$ cat config.mk
export PLATFORM = sky130hd
export DESIGN_NAME = bbf_ctrl
export DESIGN_NICKNAME = d
export VERILOG_FILES = /design/src/rtl/bbf_pkg.sv /design/src/rtl/bbf_strobe.sv /design/src/rtl/bbf_cui.sv /design/src/rtl/bbf_array.sv /design/src/rtl/bbf_dqmux.sv /design/src/rtl/bbf_ctrl.sv
export SDC_FILE = /design/constraint.sdc
export NUM_CORES = 1
export LEC_CHECK = 0
export ABC_AREA = 0
export CAP_MARGIN = 10
export CORE_UTILIZATION = 51
export DETAILED_ROUTE_END_ITERATION = 10
export DONT_BUFFER_PORTS = 1
export PLACE_DENSITY = 0.74
export SYNTH_ARGS = -nofsm -noshare
export SYNTH_HDL_FRONTEND = slang
export SYNTH_SLANG_ARGS = --single-unit
$ cat constraint.sdc
create_clock -name clk -period 2.25 [get_ports clk]
set_input_delay 0.3375 -clock clk [delete_from_list [all_inputs] [get_ports clk]]
set_output_delay 0.3375 -clock clk [all_outputs]
set_load 0.1 [all_outputs]
$ cat src/rtl/bbf_pkg.sv
package bbf_pkg;

   localparam int DQ_W   = 16;
   localparam int BYTE_W = 8;

   typedef enum logic [1:0] {
      RD_ARRAY  = 2'd0,
      RD_IDENT  = 2'd1,
      RD_STATUS = 2'd2
   } rd_mode_e;

   typedef enum logic [1:0] {
      PH_IDLE  = 2'd0,
      PH_PROG  = 2'd1,
      PH_ERASE = 2'd2
   } cmd_phase_e;

   localparam logic [7:0] CMD_RD_ARRAY  = 8'hFF;
   localparam logic [7:0] CMD_RD_IDENT  = 8'h90;
   localparam logic [7:0] CMD_RD_STATUS = 8'h70;
   localparam logic [7:0] CMD_PROG      = 8'h40;
   localparam logic [7:0] CMD_ERASE     = 8'h20;
   localparam logic [7:0] CMD_CONFIRM   = 8'hD0;

   localparam int ST_READY     = 7;
   localparam int ST_ERASE_ERR = 5;
   localparam int ST_PROG_ERR  = 4;

endpackage

$ cat src/rtl/bbf_strobe.sv
module bbf_strobe import bbf_pkg::*; #(
   parameter int ADDR_W = 4
) (
   input  logic              clk,
   input  logic              pd_n,
   input  logic              ce_n,
   input  logic              we_n,
   input  logic              byte_n,
   input  logic [ADDR_W-1:0] addr,
   input  logic [DQ_W-1:0]   dq_in,
   output logic              wr_evt,
   output logic [ADDR_W-1:0] wr_addr,
   output logic [DQ_W-1:0]   wr_data,
   output logic              wr_byte,
   output logic              wr_bsel
);

   logic we_q;

   always_ff @(posedge clk or negedge pd_n) begin
      if (!pd_n) we_q <= 1'b1;
      else       we_q <= we_n;
   end

   // rising strobe seen with the chip selected
   assign wr_evt  = !ce_n && !we_q && we_n;
   assign wr_addr = addr;
   assign wr_data = dq_in;
   assign wr_byte = !byte_n;
   assign wr_bsel = !byte_n && dq_in[DQ_W-1];


   wr_spacing_chk: assert property (@(posedge clk) disable iff (!pd_n)
      wr_evt |=> !wr_evt);

endmodule

$ cat src/rtl/bbf_cui.sv
module bbf_cui import bbf_pkg::*; #(
   parameter int ADDR_W   = 4,
   parameter int BLK_W    = 2,
   parameter int BUSY_CYC = 8
) (
   input  logic              clk,
   input  logic              pd_n,
   input  logic              wr_evt,
   input  logic [ADDR_W-1:0] wr_addr,
   input  logic [DQ_W-1:0]   wr_data,
   input  logic              wr_byte,
   input  logic              wr_bsel,
   input  logic              boot_lock,
   output rd_mode_e          mode,
   output logic [7:0]        status,
   output logic              prog_go,
   output logic              erase_go,
   output logic [ADDR_W-1:0] op_addr,
   output logic [DQ_W-1:0]   prog_mask
);

   localparam int CNT_W = $clog2(BUSY_CYC + 1);
   localparam logic [CNT_W-1:0] BUSY_LOAD = CNT_W'(BUSY_CYC);

   generate
      if (BLK_W < 1 || BLK_W >= ADDR_W) begin : g_bad_blk
         $error("bbf_cui: BLK_W must lie in 1..ADDR_W-1");
      end
      if (BUSY_CYC < 1) begin : g_bad_busy
         $error("bbf_cui: BUSY_CYC must be at least 1");
      end
   endgenerate

   rd_mode_e         mode_q;
   cmd_phase_e       phase_q;
   logic [CNT_W-1:0] busy_cnt;
   logic             err_prog_q;
   logic             err_erase_q;

   logic       idle_ok;
   logic       acc;
   logic [7:0] cmd;
   logic       tgt_boot;
   logic       blocked;

   assign idle_ok  = (busy_cnt == '0);
   assign acc      = wr_evt && idle_ok;
   assign cmd      = wr_data[BYTE_W-1:0];
   assign tgt_boot = &wr_addr[ADDR_W-1:BLK_W];
   assign blocked  = tgt_boot && boot_lock;

   assign prog_go  = acc && (phase_q == PH_PROG) && !blocked;
   assign erase_go = acc && (phase_q == PH_ERASE) && (cmd == CMD_CONFIRM) && !blocked;
   assign op_addr  = wr_addr;

   always_comb begin
      if (!wr_byte)     prog_mask = wr_data;
      else if (wr_bsel) prog_mask = {wr_data[BYTE_W-1:0], {BYTE_W{1'b1}}};
      else              prog_mask = {{BYTE_W{1'b1}}, wr_data[BYTE_W-1:0]};
   end

   always_ff @(posedge clk or negedge pd_n) begin
      if (!pd_n) begin
         mode_q      <= RD_ARRAY;
         phase_q     <= PH_IDLE;
         busy_cnt    <= '0;
         err_prog_q  <= 1'b0;
         err_erase_q <= 1'b0;
      end else begin
         if (!idle_ok) busy_cnt <= busy_cnt - 1'b1;
         if (acc) begin
            unique case (phase_q)
               PH_PROG: begin
                  phase_q <= PH_IDLE;
                  mode_q  <= RD_STATUS;
                  if (blocked) err_prog_q <= 1'b1;
                  else         busy_cnt   <= BUSY_LOAD;
               end
               PH_ERASE: begin
                  phase_q <= PH_IDLE;
                  mode_q  <= RD_STATUS;
                  if (cmd != CMD_CONFIRM) begin
                     err_prog_q  <= 1'b1;
                     err_erase_q <= 1'b1;
                  end else if (blocked) begin
                     err_erase_q <= 1'b1;
                  end else begin
                     busy_cnt <= BUSY_LOAD;
                  end
               end
               default: begin
                  case (cmd)
                     CMD_RD_ARRAY:  mode_q <= RD_ARRAY;
                     CMD_RD_IDENT:  mode_q <= RD_IDENT;
                     CMD_RD_STATUS: mode_q <= RD_STATUS;
                     CMD_PROG: begin
                        phase_q <= PH_PROG;
                        mode_q  <= RD_STATUS;
                     end
                     CMD_ERASE: begin
                        phase_q <= PH_ERASE;
                        mode_q  <= RD_STATUS;
                     end
                     default: ;
                  endcase
               end
            endcase
         end
      end
   end

   always_comb begin
      status               = '0;
      status[ST_READY]     = idle_ok;
      status[ST_ERASE_ERR] = err_erase_q;
      status[ST_PROG_ERR]  = err_prog_q;
   end

   assign mode = mode_q;


   busy_after_prog_chk: assert property (@(posedge clk) disable iff (!pd_n)
      prog_go |=> !status[ST_READY]);


   busy_ignores_wr_chk: assert property (@(posedge clk) disable iff (!pd_n)
      (wr_evt && busy_cnt != '0) |=> ($stable(mode_q) && $stable(phase_q)));


   locked_prog_chk: assert property (@(posedge clk) disable iff (!pd_n)
      (wr_evt && idle_ok && phase_q == PH_PROG && blocked)
         |=> (status[ST_PROG_ERR] && status[ST_READY]));


   one_op_chk: assert property (@(posedge clk) disable iff (!pd_n)
      $onehot0({prog_go, erase_go}));

endmodule

$ cat src/rtl/bbf_array.sv
module bbf_array import bbf_pkg::*; #(
   parameter int ADDR_W = 4,
   parameter int BLK_W  = 2
) (
   input  logic              clk,
   input  logic              por_n,
   input  logic              prog_go,
   input  logic              erase_go,
   input  logic [ADDR_W-1:0] op_addr,
   input  logic [DQ_W-1:0]   prog_mask,
   input  logic [ADDR_W-1:0] rd_addr,
   output logic [DQ_W-1:0]   rd_word
);

   localparam int DEPTH     = 1 << ADDR_W;
   localparam int BLK_IDX_W = ADDR_W - BLK_W;

   logic [DEPTH*DQ_W-1:0] flat;

   generate
      for (genvar w = 0; w < DEPTH; w++) begin : g_word
         logic [DQ_W-1:0] cell_q;
         logic            hit_blk;
         logic            hit_word;

         assign hit_blk  = (op_addr[ADDR_W-1:BLK_W] == BLK_IDX_W'(w >> BLK_W));
         assign hit_word = (op_addr == ADDR_W'(w));

         always_ff @(posedge clk or negedge por_n) begin
            if (!por_n)                    cell_q <= '1;
            else if (erase_go && hit_blk)  cell_q <= '1;
            else if (prog_go && hit_word)  cell_q <= cell_q & prog_mask;
         end

         assign flat[w*DQ_W +: DQ_W] = cell_q;
      end
   endgenerate

   assign rd_word = flat[rd_addr*DQ_W +: DQ_W];

endmodule

$ cat src/rtl/bbf_dqmux.sv
module bbf_dqmux import bbf_pkg::*; #(
   parameter logic [DQ_W-1:0] MFR_ID = 16'h00C3,
   parameter logic [DQ_W-1:0] DEV_ID = 16'h5A27
) (
   input  rd_mode_e        mode,
   input  logic            id_hv,
   input  logic            id_sel,
   input  logic            byte_n,
   input  logic            hi_sel,
   input  logic            ce_n,
   input  logic            oe_n,
   input  logic            pd_n,
   input  logic [DQ_W-1:0] arr_word,
   input  logic [7:0]      status,
   output logic [DQ_W-1:0] dq_out,
   output logic [1:0]      dq_oe
);

   logic [DQ_W-1:0] id_word;
   logic            drive;

   assign id_word = id_sel ? DEV_ID : MFR_ID;
   assign drive   = !ce_n && !oe_n && pd_n;
   assign dq_oe   = {drive && byte_n, drive};

   always_comb begin
      if (id_hv || mode == RD_IDENT) begin
         if (byte_n) dq_out = id_word;
         else        dq_out = {{BYTE_W{1'b0}}, id_word[BYTE_W-1:0]};
      end else if (mode == RD_STATUS) begin
         dq_out = {{BYTE_W{1'b0}}, status};
      end else if (byte_n) begin
         dq_out = arr_word;
      end else if (hi_sel) begin
         dq_out = {{BYTE_W{1'b0}}, arr_word[DQ_W-1:BYTE_W]};
      end else begin
         dq_out = {{BYTE_W{1'b0}}, arr_word[BYTE_W-1:0]};
      end
   end

endmodule

$ cat src/rtl/bbf_ctrl.sv
module bbf_ctrl import bbf_pkg::*; #(
   parameter int              ADDR_W   = 4,
   parameter int              BLK_W    = 2,
   parameter int              BUSY_CYC = 8,
   parameter logic [DQ_W-1:0] MFR_ID   = 16'h00C3,
   parameter logic [DQ_W-1:0] DEV_ID   = 16'h5A27
) (
   input  logic              clk,
   input  logic              por_n,
   input  logic              pd_n,
   input  logic              unlock_hv,
   input  logic              boot_prot,
   input  logic              ce_n,
   input  logic              oe_n,
   input  logic              we_n,
   input  logic              byte_n,
   input  logic              id_hv,
   input  logic [ADDR_W-1:0] addr,
   input  logic [DQ_W-1:0]   dq_in,
   output logic [DQ_W-1:0]   dq_out,
   output logic [1:0]        dq_oe
);

   logic              wr_evt;
   logic [ADDR_W-1:0] wr_addr;
   logic [DQ_W-1:0]   wr_data;
   logic              wr_byte;
   logic              wr_bsel;
   rd_mode_e          mode;
   logic [7:0]        status;
   logic              prog_go;
   logic              erase_go;
   logic [ADDR_W-1:0] op_addr;
   logic [DQ_W-1:0]   prog_mask;
   logic [DQ_W-1:0]   arr_word;
   logic              boot_lock;

   // high-voltage unlock overrides the protect input
   assign boot_lock = boot_prot && !unlock_hv;

   bbf_strobe #(.ADDR_W(ADDR_W)) u_strobe (
      .clk(clk), .pd_n(pd_n), .ce_n(ce_n), .we_n(we_n), .byte_n(byte_n),
      .addr(addr), .dq_in(dq_in), .wr_evt(wr_evt), .wr_addr(wr_addr),
      .wr_data(wr_data), .wr_byte(wr_byte), .wr_bsel(wr_bsel)
   );

   bbf_cui #(.ADDR_W(ADDR_W), .BLK_W(BLK_W), .BUSY_CYC(BUSY_CYC)) u_cui (
      .clk(clk), .pd_n(pd_n), .wr_evt(wr_evt), .wr_addr(wr_addr),
      .wr_data(wr_data), .wr_byte(wr_byte), .wr_bsel(wr_bsel),
      .boot_lock(boot_lock), .mode(mode), .status(status),
      .prog_go(prog_go), .erase_go(erase_go), .op_addr(op_addr),
      .prog_mask(prog_mask)
   );

   bbf_array #(.ADDR_W(ADDR_W), .BLK_W(BLK_W)) u_array (
      .clk(clk), .por_n(por_n), .prog_go(prog_go), .erase_go(erase_go),
      .op_addr(op_addr), .prog_mask(prog_mask), .rd_addr(addr),
      .rd_word(arr_word)
   );

   bbf_dqmux #(.MFR_ID(MFR_ID), .DEV_ID(DEV_ID)) u_dqmux (
      .mode(mode), .id_hv(id_hv), .id_sel(addr[0]), .byte_n(byte_n),
      .hi_sel(dq_in[DQ_W-1]), .ce_n(ce_n), .oe_n(oe_n), .pd_n(pd_n),
      .arr_word(arr_word), .status(status), .dq_out(dq_out), .dq_oe(dq_oe)
   );


   oe_gate_chk: assert property (@(posedge clk) disable iff (!pd_n)
      (ce_n || oe_n) |-> (dq_oe == 2'b00));


   byte_lane_chk: assert property (@(posedge clk) disable iff (!pd_n)
      !byte_n |-> (!dq_oe[1] && dq_out[DQ_W-1:BYTE_W] == '0));

endmodule

==> results.rst, run 1 <==
.. list-table::
   :header-rows: 1

   * - Metric
     - Value
   * - Antenna diode count
     - 0
   * - Delay of the slowest cell on the worst path
     - 0.54 ns
   * - Net count of the finished layout
     - 1260
   * - Top fanout value on the critical path
     - 2
   * - CTS tree
     - built
   * - Starting Density
     - 51.72%
   * - Detailed Route WL
     - 33.63 mm
   * - Clock tree sinks
     - 267
   * - Dominant cell type by area after synthesis
     - sky130_fd_sc_hd__dfstp_2
   * - Sequential area share after synthesis
     - 53.92%
   * - Number of synthesized flops with an enable pin
     - 0
   * - Total length of routed met2 wires
     - 16.06 mm
   * - Worst reg-to-reg setup slack
     - 0.11 ns
   * - Router iterations before antenna repair
     - 8
   * - Die Wd
     - 161.6 um
   * - Layout-stage area growth over the synthesis result
     - 14.52%
   * - Max-cap violations
     - 0
   * - Vias/cell
     - 6.133
   * - Most used cells in the layout excluding fill and tap cells
     - sky130_fd_sc_hd__nand2_1, sky130_fd_sc_hd__dfstp_2, sky130_fd_sc_hd__o21ai_1
   * - Required time at the endpoint of the critical path
     - 1.91 ns
   * - Cell area power density
     - 717.1 nW/um^2
   * - Setup Crit Path Kind
     - flip-flop to output port
   * - Violations in the final reports
     - DRC, hold timing, setup timing
   * - Commonest register cell after synthesis
     - sky130_fd_sc_hd__dfstp_2
   * - Overall die area
     - 26110 um^2
   * - Static Leakage
     - 0.006821 uW
   * - Cell at the slowest stage of the critical path
     - sky130_fd_sc_hd__dfstp_2
   * - Cell count after synthesis
     - 1231
   * - Skew final
     - 0.009044 ns
   * - Routed met3 length
     - 2.772 mm
   * - Type of the worst min-delay path
     - input port to async pin
   * - DP HPWL
     - 19.80 mm
   * - Kind of start point of the critical path
     - flip-flop
   * - Core region area
     - 25110 um^2
   * - Synth cell types
     - 57
   * - Slew of the pin with the lowest slew margin
     - 0.6580 ns
   * - I/O Pins
     - 48
   * - Number of synthesis warnings
     - 0
   * - Worst reg2reg path startpoint
     - u_cui.busy_cnt[0]
   * - Worst setup slack after layout
     - -0.4584 ns
   * - Post-Synthesis Cell Area
     - 12990 um^2
   * - Normalized max-slew margin
     - 56.13%
   * - Flip-flop and latch count after synthesis
     - 267
   * - Max Transition Viols Final
     - 0
   * - Maximum clock frequency
     - 369.2 MHz
   * - Sort of element at the end of the critical path
     - output port
   * - Clock root buffer
     - sky130_fd_sc_hd__clkbuf_16
   * - Synth top area cells
     - sky130_fd_sc_hd__dfstp_2, sky130_fd_sc_hd__nand2_1, sky130_fd_sc_hd__mux4_2
   * - Max H-tree Level
     - 1
   * - Tightest hold margin
     - -0.3477 ns
   * - Number of routed nets with antenna violations
     - 0
   * - Vertical die dimension
     - 161.6 um
   * - RSZ-0062 raised after global routing
     - yes
   * - Final setup violation count
     - 16
   * - Buffer depth of the longest clock path
     - 3
   * - Final cycle utilization of the critical path
     - 120.4%
   * - Vias in the first global route
     - 9968
   * - Buffers on Ports
     - 0
   * - Minimum clock period after layout
     - 2.708 ns
   * - Final routed wire length divided by cell count
     - 21.37 um
   * - Setup TNS
     - -4.768 ns
   * - Status
     - finished with violations
   * - Clock transition at the registers of the reported paths
     - 0.06 ns
   * - Endpoint of the most critical setup path
     - dq_out[0]
   * - Ratio of cells with drive above 1 in the final layout
     - 38.91%
   * - Post-place setup slack
     - 0.006893 ns
   * - Ordered cell list for the critical path
     - mux2i_1, mux4_2, a221o_1, o21ai_4, buf_12
   * - Share of async-settable or async-resettable flops after synthesis
     - 100.0%
   * - Syn nets
     - 1264
   * - Initial DRC count
     - 1107
   * - Clock buffers created by TritonCTS
     - 27
   * - Reg-to-Reg End
     - u_array.g_word[1].cell_q[3]
   * - Number of placement rows
     - 58
   * - # hold bufs at CTS
     - 2
   * - Share of Yosys cell area claimed by the top area cell type
     - 51.99%
   * - Total gr overflow
     - 0
   * - Final hold violation count
     - 256
   * - Start point of the critical path
     - u_array.g_word[8].cell_q[8]
   * - CP arrival
     - 2.37 ns
   * - Final GP Congestion
     - 0.9136
   * - Number of cell instances on the worst register-to-register path
     - 8
   * - Maximum vdd drop
     - 0.5594 mV
   * - Total track usage
     - 26.46%
   * - Max layer used
     - met4
   * - Most common cell after layout, fill and taps aside
     - sky130_fd_sc_hd__nand2_1
   * - First-pass GRT wire length
     - 54.08 mm
   * - Pin count of the biggest net entering global routing
     - 257
   * - Via count
     - 9654
   * - Detailed-route DRC error count
     - 1
   * - Insertion delay to the later sink of the worst-skew pair
     - 0.53 ns
   * - Post-synthesis area per instance
     - 10.55 um^2
   * - Number of antenna violations at the first check in global routing
     - 0
   * - Wl on met1
     - 13.77 mm
==> power breakdown <==
group          internal [uW]  switching, uW
sequential              4910           61.2
combinational            483            776
clock                   2600           1830
==> final cells by class <==
class                           instances  area (um^2)
Tap cell                              330        412.9
Clock inverter                          5        56.30
Timing Repair Buffer                   56        709.4
Clock buffer                           41        818.3
Sequential cell                       267         7003
Inverter                               11        43.79
Fill cell                            1946        10240
Multi-Input combinational cell        864         5829
==> logic make-up after synthesis <==
kind of cell    Yosys count  share of synthesized area (%)
compound gates          323                          13.32
xor+xnor                  2                         0.1349
fa+ha+maj                 3                         0.2890
buf+inv                 100                          4.807
flops                   267                          53.92
mux                      94                          12.94
simple gates            442                          14.59
==> critical path, delay by kind of cell, from the launching register on <==
kind                   cells  cell delay [ns]
buffers and inverters      1             0.19
AOI/OAI and AO/OA          2             0.54
DFF                        1             0.54
muxes                      2             0.56
==> synth_stat cells (all sizes together), types with 2 or more instances <==
master,count
nand2,367
a21o,2
nor2b,7
a211oi,4
dfstp,257
nor3,7
and2,5
and3,3
mux4,59
o21ai,269
nand3,7
nor2,27
nand2b,3
a22o,2
a22oi,4
mux2i,34
inv,11
buf,50
nor3b,4
clkbuf,39
nor4,4
nand3b,2
dfrtp,10
ha,3
o22ai,10
and4,2
a21oi,13
xnor2,2
a31oi,2
a31o,3
==> what timing repair did <==
| item | CTS | global route |
|---|---|---|
| buffers inserted | 2 | 3 |
| setup endpoints to repair | 19 | 272 |
| endpoints found under the hold margin | 268 | 256 |
| resized for setup | 46 | 19 |
| pin swaps | 6 | 9 |
==> state kept, by name (all words and copies together) (netlist names) <==
register               flops
u_cui.phase_q              2
u_array.g_word.cell_q    256
u_cui.busy_cnt             4
u_cui.mode                 2
u_cui.err_erase_q          1
u_cui.err_prog_q           1
u_strobe.we_q              1
==> routing by layer <==
metal	track usage, %	vias up
li1	-	4301
met1	35.08	4846
met2	43.77	430
met3	4.597	77
met4	9.691	0
met5	0	-
==> through the flow <==
step | power (uW) | area (um^2) | cells | utilization (%) | hold slack [ns]
after detailed placement | 6172 | 13640 | 1522 | 54.32 | 0.04225
final | 10670 | 14870 | 1574 | 59.23 | -0.3477
after global placement | 6151 | 13640 | 1522 | 54.32 | 0.04220
after CTS | 10660 | 14770 | 1571 | 58.82 | -0.3590
after global routing | 10990 | 14870 | 1574 | 59.23 | -0.3618
after floorplan | 5922 | 13200 | 1231 | - | 0.04191
==> how the worst min path moves through the flow <==
stage | cells after the start | end | slack, ns
finish | 0 | u_array.g_word[15].cell_q[14] | -0.35
global route | 0 | u_array.g_word[5].cell_q[9] | -0.36
CTS | 0 | u_array.g_word[15].cell_q[14] | -0.36
detailed placement | 0 | u_cui.busy_cnt[2] | 0.04
global placement | 0 | u_cui.busy_cnt[2] | 0.04
floorplan | 0 | u_cui.busy_cnt[0] | 0.04
(Power assumes the default switching activity.)
==> inputs of run 2 (changes only) <==
- ABC_AREA: 0 -> 1
- CAP_MARGIN: 10 -> not set
==> run 2 against run 1 <==
  * The run ends with hold timing, setup timing left
  * First-iteration DRC count up 30%
  * Worst setup slack improved by 0.34 ns
  * Non-clock buffer count grew 21
  * Clock skew up 0.016 ns
  * Area after synthesis fell by 2.2%
  * Clock-buffer cell count decreased by 2
  * Largest power group unchanged
  * Largest cell class unchanged
  * Flip-flop and latch count unchanged
  * Final area is 0.15% lower
  * Combinational power shrank 6%
  * Clock power up 1%
  * Register-to-register slack got worse by 0.13 ns
  * Critical endpoint is now dq_out[7]
==> results.rst, run 2 <==
.. list-table::
   :header-rows: 1

   * - Metric
     - Value
   * - Slew of the pin with the lowest slew margin
     - 0.6368 ns
   * - Clock tree sinks
     - 267
   * - Detailed-route DRC error count
     - 0
   * - Number of synthesis warnings
     - 0
   * - Buffers on Ports
     - 0
   * - Detailed Route WL
     - 35.88 mm
   * - Total track usage
     - 28.05%
   * - Cell area power density
     - 714.5 nW/um^2
   * - Clock transition at the registers of the reported paths
     - 0.06 ns
   * - Placement-stage cell area
     - 13660 um^2
   * - Vias in the first global route
     - 10.80k
   * - Via count
     - 10.89k
   * - RSZ-0062 raised after global routing
     - yes
   * - CTS tree
     - built
   * - Layout-stage area growth over the synthesis result
     - 16.94%
   * - Sequential area share after synthesis
     - 55.14%
   * - Cell count after synthesis
     - 1523
   * - Final routed wire length divided by cell count
     - 19.14 um
   * - Synth cell types
     - 34
   * - Static Leakage
     - 0.007354 uW
   * - Total length of routed met2 wires
     - 17.27 mm
   * - Normalized max-slew margin
     - 57.44%
   * - Clock buffers created by TritonCTS
     - 27
   * - Insertion delay to the later sink of the worst-skew pair
     - 0.56 ns
   * - Cell class contributing the biggest share of worst-path delay
     - simple AND/OR/NAND/NOR gates
   * - Flip-flop and latch count after synthesis
     - 267
   * - Routed met3 length
     - 2.472 mm
   * - Syn nets
     - 1556
   * - Tightest hold margin
     - -0.3776 ns
   * - Dominant cell type by area after synthesis
     - sky130_fd_sc_hd__dfstp_2
   * - Overall die area
     - 25540 um^2
   * - Worst reg-to-reg setup slack
     - -0.02 ns
   * - Required time at the endpoint of the critical path
     - 1.91 ns
   * - Layout Utilization
     - 60.89%
   * - Worst reg2reg path startpoint
     - u_cui.busy_cnt[0]
   * - Number of routed nets with antenna violations
     - 0
   * - Registers with the most flip-flops
     - u_array.g_word.cell_q x256, u_cui.busy_cnt x4
   * - Commonest register cell after synthesis
     - sky130_fd_sc_hd__dfstp_2
   * - Number of synthesized flops with an enable pin
     - 0
   * - Final non-filler cell area
     - 14850 um^2
   * - Register ranked first by flip-flop count
     - u_array.g_word.cell_q
   * - Starting Density
     - 52.07%
   * - Core region area
     - 24390 um^2
   * - Skew final
     - 0.02484 ns
   * - Router iterations before antenna repair
     - 5
   * - DP HPWL
     - 22.01 mm
   * - CP arrival
     - 2.03 ns
   * - Pin count of the biggest net entering global routing
     - 257
   * - Final setup violation count
     - 17
   * - Status
     - finished with violations
   * - Most frequent cell after synthesis
     - sky130_fd_sc_hd__nand2_1
   * - Delay of the slowest cell on the worst path
     - 0.53 ns
   * - Max reg flops
     - 256
   * - Maximum vdd drop
     - 0.6340 mV
   * - Number of antenna violations at the first check in global routing
     - 0
   * - Cell mode on critical path
     - sky130_fd_sc_hd__nand2_2
   * - Net count of the finished layout
     - 1565
   * - Worst setup slack after layout
     - -0.1151 ns
   * - Reg-to-Reg End
     - u_array.g_word[2].cell_q[13]
   * - Top fanout value on the critical path
     - 2
   * - Number of placement rows
     - 57
   * - Max-cap violations
     - 0
   * - Max layer used
     - met4
   * - Violations in the final reports
     - hold timing, setup timing
   * - Ordered cell list for the critical path
     - nand2_1, nand2_2, nand2_2, nand2_2, nand2_2, nand2_2, nor2_4, nand2_2, nand3_2, a21oi_4, buf_12
   * - Minimum clock period after layout
     - 2.365 ns
   * - Most used cells in the layout excluding fill and tap cells
     - sky130_fd_sc_hd__nand2_1, sky130_fd_sc_hd__dfstp_2, sky130_fd_sc_hd__o21ai_0
   * - Maximum clock frequency
     - 422.8 MHz
   * - Clock root buffer
     - sky130_fd_sc_hd__clkbuf_16
   * - Antenna diode count
     - 0
   * - I/O Pins
     - 48
   * - Vertical die dimension
     - 159.8 um
   * - Die Wd
     - 159.8 um
   * - Initial DRC count
     - 1442
   * - Buffer depth of the longest clock path
     - 3
   * - Sort of element at the end of the critical path
     - output port
   * - Most common cell after layout, fill and taps aside
     - sky130_fd_sc_hd__nand2_1
   * - Final GP Congestion
     - 0.9962
   * - Synth top cells by count
     - sky130_fd_sc_hd__nand2_1, sky130_fd_sc_hd__dfstp_2, sky130_fd_sc_hd__o21ai_0, sky130_fd_sc_hd__nand4_1, sky130_fd_sc_hd__inv_1
   * - Wl on met1
     - 15.22 mm
   * - Ratio of cells with drive above 1 in the final layout
     - 30.88%
   * - Cell at the slowest stage of the critical path
     - sky130_fd_sc_hd__dfstp_2
   * - Total gr overflow
     - 0
   * - Synth top area cells
     - sky130_fd_sc_hd__dfstp_2, sky130_fd_sc_hd__nand2_1, sky130_fd_sc_hd__o21ai_0
   * - First-pass GRT wire length
     - 57.48 mm
   * - Type of the worst min-delay path
     - input port to async pin
   * - Post-Synthesis Cell Area
     - 12700 um^2
   * - Post-synthesis area per instance
     - 8.339 um^2
   * - Count of buffer and inverter cells on the critical path
     - 1
   * - Setup Crit Path Kind
     - flip-flop to output port
   * - # hold bufs at CTS
     - 2
   * - Final hold violation count
     - 256
   * - Vias/cell
     - 5.810
   * - Final cycle utilization of the critical path
     - 105.1%
   * - Kind of start point of the critical path
     - flip-flop
   * - Max H-tree Level
     - 1
   * - Max Transition Viols Final
     - 0
   * - Share of Yosys cell area claimed by the top area cell type
     - 53.17%
   * - Number of cell instances on the worst register-to-register path
     - 11
   * - Share of async-settable or async-resettable flops after synthesis
     - 100.0%
   * - Total power after layout
     - 10610 uW
run 2: through the flow:
step	setup slack (ns)	cells	setup TNS [ns]
after global placement	0.1362	1815	0
after floorplan	-0.1842	1523	-0.3230
after global routing	-0.2083	1875	-6.130
final	-0.1151	1875	-0.7861
after detailed placement	0.1139	1815	0
after CTS	-0.1203	1870	-0.8861
run 2: layer usage:
layer / vias up / GRT usage [%]
met5: - / 0
met2: 470 / 46.80
met3: 78 / 3.792
li1: 4984 / -
met1: 5362 / 38.23
met4: 0 / 8.485
run 2: logic make-up after synthesis:
family	synth area share (%)
AND/OR/NAND/NOR	25.81
AO/OA/AOI/OAI	13.09
flip-flops	55.14
buffers and inverters	5.586
adder cells (fa/ha/maj)	0.2956
XOR/XNOR	0.06898
run 2: worst max-delay path by stage:
stage / from / endpoint / depth (start not counted)
finish: u_array.g_word[11].cell_q[15] / dq_out[7] / 11
global route: u_array.g_word[9].cell_q[15] / dq_out[7] / 11
CTS: u_array.g_word[8].cell_q[15] / dq_out[7] / 11
detailed placement: u_cui.busy_cnt[0] / u_array.g_word[5].cell_q[13] / 11
global placement: addr[0] / dq_out[1] / 12
floorplan: byte_n / dq_oe[1] / 2
run 2: where the power goes:
group	internal, uW	switching, uW	total [uW]
registers	4890	43.8	4940
logic	381	808	1190
clock network	2580	1910	4490
total	7850	2760	10600
run 2: worst reg2reg max path, stage by stage (launching register included):
cell and delay (ns):
sky130_fd_sc_hd__dfrtp_1 0.38, sky130_fd_sc_hd__inv_1 0.10, sky130_fd_sc_hd__ha_1 0.19, sky130_fd_sc_hd__nand2_2 0.09, sky130_fd_sc_hd__nor2_4 0.10, sky130_fd_sc_hd__nand2_2 0.08
sky130_fd_sc_hd__clkinv_4 0.08, sky130_fd_sc_hd__nand3_4 0.14, sky130_fd_sc_hd__nor3_4 0.30, sky130_fd_sc_hd__nand2_2 0.34, sky130_fd_sc_hd__o21ai_0 0.30, sky130_fd_sc_hd__nand2_1 0.08
run 2: area by class of cell:
class,count,area (um^2)
clock buffer,39,832.0
clock inverter,9,68.82
fill,2021,9540
inverter,48,185.2
multi-input combinational,1111,5323
sequential,267,7003
tap,324,405.4
timing repair buffer,77,1033
run 2: timing repair:
action                     4_1_cts  5_1_grt
pin swaps                       11       22
hold endpoints to repair       268      256
setup endpoints to repair       16       93
gates resized for setup         28       26
setup buffers                    5        5
==> inputs of run 3 (changes only) <==
--- a/config.mk
+++ b/config.mk
@@ -7,8 +7,8 @@
 export LEC_CHECK = 0
 export ABC_AREA = 1
-export CORE_UTILIZATION = 51
+export CORE_UTILIZATION = 55
 export DETAILED_ROUTE_END_ITERATION = 10
 export DONT_BUFFER_PORTS = 1
-export PLACE_DENSITY = 0.74
+export PLACE_DENSITY = 0.78
 export SYNTH_ARGS = -nofsm -noshare
 export SYNTH_HDL_FRONTEND = slang
==> constraint.sdc (replaced) <==
create_clock -name clk -period 2.25 [get_ports clk]
set_input_delay 0.1125 -clock clk [delete_from_list [all_inputs] [get_ports clk]]
set_output_delay 0.1125 -clock clk [all_outputs]
set_load 0.1 [all_outputs]
==> run 3 against run 2 <==
  * The run ends with hold timing left
  * Critical endpoint is now u_array.g_word[12].cell_q[13]
  * Highest routed layer unchanged
  * Non-clock buffer count unchanged
  * Via count up 1.3%
  * Largest power group unchanged
  * Sequential power about the same
==> results.rst, run 3 (synthesized netlist as in run 2, its figures left out) <==
.. list-table::
   :header-rows: 1

   * - Metric
     - Value
   * - Clock buffers created by TritonCTS
     - 28
   * - Final setup violation count
     - 0
   * - Vias in the first global route
     - 10.80k
   * - Tightest hold margin
     - -0.5819 ns
   * - Reg-to-Reg End
     - u_array.g_word[12].cell_q[13]
   * - Most used cells in the layout excluding fill and tap cells
     - sky130_fd_sc_hd__nand2_1, sky130_fd_sc_hd__dfstp_2, sky130_fd_sc_hd__o21ai_0
   * - Minimum clock period after layout
     - 2.210 ns
   * - Max reg flops
     - 256
   * - Endpoint of the most critical setup path
     - u_array.g_word[12].cell_q[13]
   * - Worst reg2reg path startpoint
     - u_cui.busy_cnt[0]
   * - DP HPWL
     - 21.99 mm
   * - Maximum clock frequency
     - 452.4 MHz
   * - Overall die area
     - 23700 um^2
   * - Cell area power density
     - 737.4 nW/um^2
   * - Insertion delay to the later sink of the worst-skew pair
     - 0.57 ns
   * - Final routed wire length divided by cell count
     - 19.85 um
   * - Ratio of cells with drive above 1 in the final layout
     - 28.62%
   * - Number of cell instances on the worst register-to-register path
     - 11
   * - Starting Density
     - 56.09%
   * - Layout Utilization
     - 64.96%
   * - Slew of the pin with the lowest slew margin
     - 0.6714 ns
   * - Number of placement rows
     - 55
   * - Vertical die dimension
     - 154.0 um
   * - Normalized max-slew margin
     - 55.13%
   * - Kind of start point of the critical path
     - flip-flop
   * - Clock root buffer
     - sky130_fd_sc_hd__clkbuf_16
   * - Final hold violation count
     - 256
   * - Number of routed nets with antenna violations
     - 0
   * - Buffers on Ports
     - 0
   * - Die Wd
     - 154.0 um
   * - Vias/cell
     - 5.997
   * - Pin count of the biggest net entering global routing
     - 257
   * - Skew final
     - 0.02877 ns
   * - Start point of the critical path
     - u_cui.busy_cnt[0]
   * - Clock transition at the registers of the reported paths
     - 0.06 ns
   * - Final GP Congestion
     - 0.8977
   * - Antenna diode count
     - 0
   * - I/O Pins
     - 48
   * - Max H-tree Level
     - 1
   * - Required time at the endpoint of the critical path
     - 2.74 ns
   * - Net count of the finished layout
     - 1566
   * - Static Leakage
     - 0.007358 uW
   * - Detailed Route WL
     - 36.52 mm
   * - Type of the worst min-delay path
     - input port to async pin
   * - CTS tree
     - built
   * - Status
     - finished with violations
   * - Detailed-route DRC error count
     - 0
   * - Buffer depth of the longest clock path
     - 3
   * - Most common cell after layout, fill and taps aside
     - sky130_fd_sc_hd__nand2_1
   * - Violations in the final reports
     - hold timing
   * - Layout-stage area growth over the synthesis result
     - 15.80%
   * - Max Transition Viols Final
     - 0
   * - CP arrival
     - 2.70 ns
   * - Setup Crit Path Kind
     - flip-flop to flip-flop
   * - Clock tree sinks
     - 267
   * - Total gr overflow
     - 0
   * - RSZ-0062 raised after global routing
     - yes
   * - Number of antenna violations at the first check in global routing
     - 0
   * - Initial DRC count
     - 1304
   * - Top fanout value on the critical path
     - 16
   * - Via count
     - 11.03k
   * - Max-cap violations
     - 0
   * - First-pass GRT wire length
     - 57.55 mm
   * - Registers with the most flip-flops
     - u_array.g_word.cell_q x256, u_cui.busy_cnt x4
   * - Sort of element at the end of the critical path
     - flip-flop
   * - Core region area
     - 22640 um^2
   * - Router iterations before antenna repair
     - 6
   * - Final cycle utilization of the critical path
     - 98.24%
   * - Maximum vdd drop
     - 0.5620 mV
   * - Register ranked first by flip-flop count
     - u_array.g_word.cell_q
   * - # hold bufs at CTS
     - 13
   * - Worst reg-to-reg setup slack
     - 0.04 ns
   * - Total track usage
     - 31.15%
-- run 3: timing repair --
action	4_1_cts	5_1_grt
pin swaps	3	13
buffers inserted	0	2
endpoints found under the hold margin	275	256
setup endpoints to repair	9	148
resized for setup	6	32
-- run 3: where the power goes --
part | switching [uW] | leakage, uW | internal [uW]
registers | 51.7 | 0.00277 | 4890
logic | 766 | 0.00410 | 316
clock network | 1970 | 0.000491 | 2840
-- run 3: how the worst min path moves through the flow --
stage	startpoint	endpoint	slack [ns]	depth (start not counted)
2_1_floorplan	pd_n	u_cui.busy_cnt[0]	-0.18	0
3_3_place_gp	pd_n	u_cui.busy_cnt[1]	-0.18	0
3_5_place_dp	pd_n	u_cui.busy_cnt[0]	-0.18	0
4_1_cts	por_n	u_array.g_word[7].cell_q[1]	-0.59	0
5_1_grt	por_n	u_array.g_word[2].cell_q[1]	-0.59	0
6_report	por_n	u_array.g_word[2].cell_q[1]	-0.58	0
-- run 3: per-layer routing --
layer	share of wire (%)	track usage, %	vias up	wire length [um]
li1	-	-	4989	-
met2	47	49.57	566	17070
met4	4.4	15.05	0	1611
met5	0	0	-	0
met1	40	41.65	5380	14700
met3	8.6	5.186	99	3140
-- run 3: critical path, stage by stage (launching register included) --
cell and delay (ns):
sky130_fd_sc_hd__dfrtp_1 0.39, sky130_fd_sc_hd__inv_2 0.09, sky130_fd_sc_hd__ha_1 0.19, sky130_fd_sc_hd__nand2_2 0.09
sky130_fd_sc_hd__nor2_4 0.10, sky130_fd_sc_hd__nand2_2 0.09, sky130_fd_sc_hd__clkinv_4 0.07, sky130_fd_sc_hd__nand3_4 0.13
sky130_fd_sc_hd__nor3_4 0.27, sky130_fd_sc_hd__nand2_2 0.34, sky130_fd_sc_hd__o21ai_0 0.31, sky130_fd_sc_hd__nand2_1 0.09
-- run 3: metrics by stage --
step           instance area [um^2]  power [uW]  cells  setup TNS, ns  setup slack (ns)
3_5_place_dp                  13430        5997   1773              0           0.09476
6_report                      14710       10840   1840              0           0.03957
4_1_cts                       14570       10830   1838              0          0.002250
2_1_floorplan                 12710        5659   1523         -3.134           -0.4396
5_1_grt                       14710       11150   1840         -1.278          -0.08656
3_3_place_gp                  13430        5975   1773              0            0.1960
-- run 3: area by class of cell --
type	instances	area, um^2
Fill cell	1814	7934
Sequential cell	267	7003
Multi-Input combinational cell	1111	5199
Timing Repair Buffer	77	978.4
Clock buffer	36	790.8
Tap cell	285	356.6
Clock inverter	16	193.9
Inverter	48	185.2
